### src/rtl/eeprom_i2c_slave.sv
module eeprom_i2c_slave #(
  parameter int          WR_CYCLES  = 5000,
  parameter int          PAGE_BYTES = 16,
  parameter logic [3:0]  DEV_CODE   = 4'b1010
) (
  input  logic       clk,
  input  logic       rst_n,
  input  logic       scl_i,
  input  logic       sda_i,
  input  logic [2:0] strap,
  input  logic       wp,
  output logic       sda_oe_n
);
  localparam int AW    = 8;
  localparam int DEPTH = 1 << AW;
  localparam int PW    = $clog2(PAGE_BYTES);
  localparam int BW    = $clog2(WR_CYCLES + 1);

  typedef enum logic [2:0] {S_IDLE, S_DEV, S_WORD, S_WDAT, S_READ} st_t;

  logic [2:0] scl_p, sda_p;
  logic       scl_s, scl_q, sda_s, sda_q;
  logic       scl_rise, scl_fall, start_det, stop_det;

  st_t                  st;
  logic [3:0]           bitcnt;
  logic [7:0]           sr;
  logic [AW-1:0]        addr;
  logic                 rw, ack_ph, pull, mack;
  logic [7:0]           pbuf [PAGE_BYTES];
  logic [PAGE_BYTES-1:0] pmask;
  logic [BW-1:0]        busy_cnt;
  logic [7:0]           mem [DEPTH];
  logic [7:0]           rd_byte;
  logic                 dev_hit, commit;

  always_ff @(posedge clk or negedge rst_n)
    if (!rst_n) begin
      scl_p <= 3'b111;
      sda_p <= 3'b111;
    end else begin
      scl_p <= {scl_p[1:0], scl_i};
      sda_p <= {sda_p[1:0], sda_i};
    end

  assign scl_s     = scl_p[1];
  assign scl_q     = scl_p[2];
  assign sda_s     = sda_p[1];
  assign sda_q     = sda_p[2];
  assign scl_rise  = scl_s & ~scl_q;
  assign scl_fall  = ~scl_s & scl_q;
  assign start_det = scl_s & scl_q & sda_q & ~sda_s;
  assign stop_det  = scl_s & scl_q & ~sda_q & sda_s;

  assign rd_byte  = mem[addr];
  assign dev_hit  = (sr[7:4] == DEV_CODE) && (sr[3:1] == strap) && (busy_cnt == '0);
  assign commit   = stop_det && (st == S_WDAT) && (|pmask) && !wp;
  assign sda_oe_n = ~pull;

  always_ff @(posedge clk or negedge rst_n)
    if (!rst_n) begin
      st     <= S_IDLE;
      bitcnt <= '0;
      sr     <= '0;
      addr   <= '0;
      rw     <= 1'b0;
      ack_ph <= 1'b0;
      pull   <= 1'b0;
      mack   <= 1'b0;
      pmask  <= '0;
      for (int i = 0; i < PAGE_BYTES; i++) pbuf[i] <= '0;
    end else if (start_det) begin
      st     <= S_DEV;
      bitcnt <= '0;
      ack_ph <= 1'b0;
      pull   <= 1'b0;
      pmask  <= '0;
    end else if (stop_det) begin
      st     <= S_IDLE;
      ack_ph <= 1'b0;
      pull   <= 1'b0;
      pmask  <= '0;
    end else begin
      case (st)
        S_DEV, S_WORD, S_WDAT: begin
          if (scl_rise && !ack_ph && bitcnt < 4'd8) begin
            sr     <= {sr[6:0], sda_s};
            bitcnt <= bitcnt + 4'd1;
          end else if (scl_fall && !ack_ph && bitcnt == 4'd8) begin
            ack_ph <= 1'b1;
            pull   <= 1'b1;
            case (st)
              S_DEV: begin
                if (!dev_hit) begin
                  st     <= S_IDLE;
                  ack_ph <= 1'b0;
                  pull   <= 1'b0;
                end else rw <= sr[0];
              end
              S_WORD: addr <= sr;
              S_WDAT: begin
                pbuf[addr[PW-1:0]] <= sr;
                if (!wp) pmask[addr[PW-1:0]] <= 1'b1;
                addr[PW-1:0] <= addr[PW-1:0] + PW'(1);
              end
              default: ;
            endcase
          end else if (scl_fall && ack_ph) begin
            ack_ph <= 1'b0;
            bitcnt <= '0;
            pull   <= 1'b0;
            if (st == S_DEV && rw) begin
              st   <= S_READ;
              sr   <= rd_byte;
              addr <= addr + AW'(1);
              pull <= ~rd_byte[7];
            end else if (st == S_DEV) st <= S_WORD;
            else if (st == S_WORD)    st <= S_WDAT;
          end
        end
        S_READ: begin
          if (!ack_ph) begin
            if (scl_rise) bitcnt <= bitcnt + 4'd1;
            else if (scl_fall) begin
              if (bitcnt == 4'd8) begin
                pull   <= 1'b0;
                ack_ph <= 1'b1;
              end else begin
                sr   <= {sr[6:0], 1'b0};
                pull <= ~sr[6];
              end
            end
          end else begin
            if (scl_rise) mack <= ~sda_s;
            else if (scl_fall) begin
              ack_ph <= 1'b0;
              bitcnt <= '0;
              if (mack) begin
                sr   <= rd_byte;
                addr <= addr + AW'(1);
                pull <= ~rd_byte[7];
              end else begin
                st   <= S_IDLE;
                pull <= 1'b0;
              end
            end
          end
        end
        default: ;
      endcase
    end

  always_ff @(posedge clk or negedge rst_n)
    if (!rst_n) begin
      for (int i = 0; i < DEPTH; i++) mem[i] <= 8'hFF;
    end else if (commit) begin
      for (int i = 0; i < PAGE_BYTES; i++)
        if (pmask[i]) mem[{addr[AW-1:PW], PW'(i)}] <= pbuf[i];
    end

  always_ff @(posedge clk or negedge rst_n)
    if (!rst_n)                busy_cnt <= '0;
    else if (commit)           busy_cnt <= BW'(WR_CYCLES);
    else if (busy_cnt != '0)   busy_cnt <= busy_cnt - BW'(1);

  AST_PULL_WHILE_SCL_LOW: assert property (@(posedge clk) disable iff (!rst_n) $rose(pull) |-> !scl_s);
  AST_ACK_HOLDS_LOW: assert property (@(posedge clk) disable iff (!rst_n) (ack_ph && st != S_READ) |-> pull);
  AST_NO_ACK_WHILE_BUSY: assert property (@(posedge clk) disable iff (!rst_n) (ack_ph && st == S_DEV) |-> (busy_cnt == '0));
  AST_BUSY_ONLY_UNPROTECTED: assert property (@(posedge clk) disable iff (!rst_n) $rose(busy_cnt != '0) |-> $past(st == S_WDAT && !wp));
  AST_PAGE_BITS_FIXED: assert property (@(posedge clk) disable iff (!rst_n) (st == S_WDAT && $past(st == S_WDAT)) |-> $stable(addr[AW-1:PW]));
endmodule

### config.mk
export PLATFORM = sky130hd
export DESIGN_NAME = eeprom_i2c_slave
export DESIGN_NICKNAME = d
export VERILOG_FILES = /design/src/rtl/eeprom_i2c_slave.sv
export SDC_FILE = /design/constraint.sdc
export NUM_CORES = 2
export LEC_CHECK = 0
export ABC_CLOCK_PERIOD_IN_PS = 9100
export BUFFER_PORTS_ARGS = -buffer_cell sky130_fd_sc_hd__buf_2
export CAP_MARGIN = 20
export CORE_MARGIN = 5
export CORE_UTILIZATION = 65
export CTS_CLUSTER_SIZE = 16
export DETAILED_ROUTE_END_ITERATION = 8
export MAX_ROUTING_LAYER = met4
export PLACE_DENSITY = 0.87
export SYNTH_ARGS = -nofsm -noshare
export SYNTH_HDL_FRONTEND = slang
export SYNTH_SLANG_ARGS = --single-unit
### constraint.sdc
create_clock -name clk -period 9.1 [get_ports clk]
set_input_delay 0.91 -clock clk [delete_from_list [all_inputs] [get_ports clk]]
set_output_delay 0.91 -clock clk [all_outputs]
set_load 0.02 [all_outputs]
==> results.py <==
metrics = {
    "global_routing": {
        "grt_use_met1": 0.6088,
        "grt_use_total": 0.4955,
        "grt_pass1_wl_um": 548800,
        "antenna_found_initial": 76,
        "grt_max_degree": 185,
        "use_met3": 0.2173,
        "grt_overflow": 0,
        "busiest_layer": "met2",
        "met2_usage": 0.6501,
        "grt_pass1_vias": 65410,
    },
    "route": {
        "finalWirelength_um": 398600,
        "via_per_inst": 7.578,
        "wl_per_cell_um": 46.54,
        "first_pass_iters": 9,
        "routed-via-count": 64890,
        "ant_nets": 0,
        "drc": 0,
        "drt_iter0_markers": 8957,
    },
    "sta": {
        "finalSetupViolCount": 0,
        "relSlewSlack": 0.05225,
        "fmax_mhz": 203.8,
        "fin_ws_ns": 4.194,
        "grt_setup_unrepaired": "false",
        "fin_crit_ns": 4.906,
        "setup_tns_ns": 0,
        "fin_skew_ns": 0.05368,
        "hold_violations": 0,
        "tightest_slew_ns": 1.422,
        "finalCritPeriodShare": 0.5391,
        "drv_slew": 0,
    },
    "power": {
        "cellPowerDensity_nw_per_um2": 204.0,
        "leakagePower_nw": 46.28,
        "vdd_drop_max_uv": 264.8,
    },
    "placement": {
        "dpl.hpwl_um": 272500,
        "finalWeightedCongestion": 1.096,
        "port_buffers": 8,
        "place_ws_ns": 4.535,
        "dp.cells": 8087,
        "placed_area_um2": 105800,
    },
    "layout": {
        "fillers": 9442,
        "nNetsFinal": 6265,
        "final_cells": 8563,
        "final_cell_area_um2": 113700,
        "drive_gt1_frac": 0.8374,
        "syn2layout_area_growth_pct": 10.42,
        "multi_input_comb_area_um2": 42670,
        "seqCellArea_um2": 58590,
    },
    "critical_path": {
        "r2r-start": "addr[0]",
        "critical_path.max_fanout": 81,
        "critPathRequiredTime_ns": 9.81,
        "path_class": "reg2reg",
        "reg2reg_depth": 7,
        "endpoint": "sr[7]",
        "worstSetupStartpoint": "addr[0]",
        "r2r-end": "sr[7]",
        "startpoint_type": "flop",
        "reg2reg_slack_ns": 4.19,
        "end_kind": "flop",
        "critPathArrivalTime_ns": 5.62,
    },
    "cts": {
        "cts_resized": 0,
        "cts_sinks": 2238,
        "clkTransAtPathRegs_ns": 0.06,
        "postCtsSetupRepairBufs": 0,
        "clk_latency_ns": 0.91,
        "numCtsBuffers": 221,
        "cts_max_path_buffers": 3,
        "htreeDepth": 4,
        "root_buffer": "clkbuf_16",
        "ctsHoldBuffers": 0,
        "cts_tree": "yes",
    },
    "floorplanning": {
        "die-height_um": 408.0,
        "die_area_um2": 166400,
        "io_pins": 9,
        "coreArea_um2": 158000,
        "die_x_um": 408.0,
        "rows": 146,
        "initial_core_util": 0.6515,
    },
    "synthesis": {
        "ys_seq_area_frac": 0.5690,
        "netlist_instances": 6244,
        "synth.area.top_cells": "dfstp_2 (52%), mux2_2 (24%), mux4_2 (14%)",
        "ys.flop_type": "dfstp_2",
        "yosys_warnings": 0,
        "async_flop_share": 1.000,
        "synth_common_cells": "mux2_2 (2165), dfstp_2 (2054), mux4_2 (620)",
        "ys_ff_latch": 2238,
        "postSynthAreaPerCell_um2": 16.49,
        "yosys.area.top_type": "dfstp_2",
        "synth_area_um2": 102900,
        "synth_edf_count": 0,
        "synth_most_common_cell": "mux2_2",
        "synth_nets": 6264,
        "synth.top_cell.area_share": 0.5242,
        "yosysUniqueCellTypes": 62,
    },
    "worst_hold_path": {
        "hp-class": "in2async",
    },
    "run": {
        "drv_cap": 0,
    },
    "outcome": {
        "status": "complete, no violations",
    },
}
==> report_power, final <==
group | leakage (nW) | switching (W) | internal (W)
logic | 18.9 | 0.00224 | 0.00115
registers | 23.7 | 0.000222 | 0.0100
clock network | 3.69 | 0.00412 | 0.00541
==> metal layers <==
layer,routed length [µm],vias up,share of wire
li1,-,23580,-
met1,138600,35100,0.35
met2,164200,4865,0.41
met3,57350,1344,0.14
met4,38480,0,0.097
met5,0,-,0
==> worst min path at each step <==
stage           endpoint      from  depth (start not counted)  slack [ns]
5_1_grt         sda_p[0]     sda_i                          1        0.16
6_report       pbuf[101]     rst_n                          1        0.11
4_1_cts        pbuf[101]     rst_n                          1        0.12
3_3_place_gp    sda_p[1]  sda_p[0]                          0        0.35
3_5_place_dp    scl_p[1]  scl_p[0]                          0        0.35
2_1_floorplan   scl_p[1]  scl_p[0]                          0        0.35
==> cell usage in the layout (no fill, tap or decap), types with 24 or more instances in the layout <==
master     instances
mux2_2          2165
dfstp_2         2054
mux4_2           620
nand2_1          349
clkbuf_16        221
dfrtp_1          178
buf_4            102
nor2_1            66
clkbuf_8          60
diode_2           59
clkbuf_1          58
a22oi_1           49
o21ai_0           36
a21oi_1           34
clkinv_2          30
buf_16            26
a31oi_1           24
buf_12            24
==> cell families (layout without fill, tap and decap cells) <==
group,after synthesis,after routing,share of synthesized area
buf+inv,407,595,0.01742
compound gates,205,205,0.01327
mux,2801,2801,0.3740
xor+xnor,11,11,0.0009359
simple gates,570,570,0.02394
other cells,0,59,0
fa+ha+maj,12,12,0.001458
flops,2238,2238,0.5690
==> critical path, stage by stage (launching register included) <==
cell and delay [ns]:
dfrtp_4 0.84, buf_12 0.58, mux4_2 0.60, mux4_2 0.57, a2111oi_0 1.16, o211ai_1 0.16
o221ai_1 0.43, o221ai_1 0.20
==> registers in the layout, summed over array words and instances (netlist names), 4 cells and up <==
| name | cells |
|---|---|
| pbuf | 128 |
| mem | 2048 |
| addr | 8 |
| busy_cnt | 13 |
| sr | 8 |
| pmask | 16 |
| bitcnt | 4 |
==> area by class of cell <==
type                       count  share of cell area
sequential                  2238              0.5154
multi-input combinational   3599              0.3754
clock buffer                 339             0.05783
tap                         2072             0.02281
timing repair buffer         162             0.01796
clock inverter                71            0.008541
antenna                       59            0.001299
inverter                      23           0.0007595
==> metrics by stage <==
stage	utilization	power, W	hold WS, ns
floorplan	-	0.01250	0.3452
global placement	0.6658	0.01371	0.3524
detailed placement	0.6696	0.01372	0.3478
CTS	0.7174	0.02313	0.1202
global route	0.7191	0.02372	0.1573
finish	0.7194	0.02319	0.1126
(Power assumes the default switching activity.)
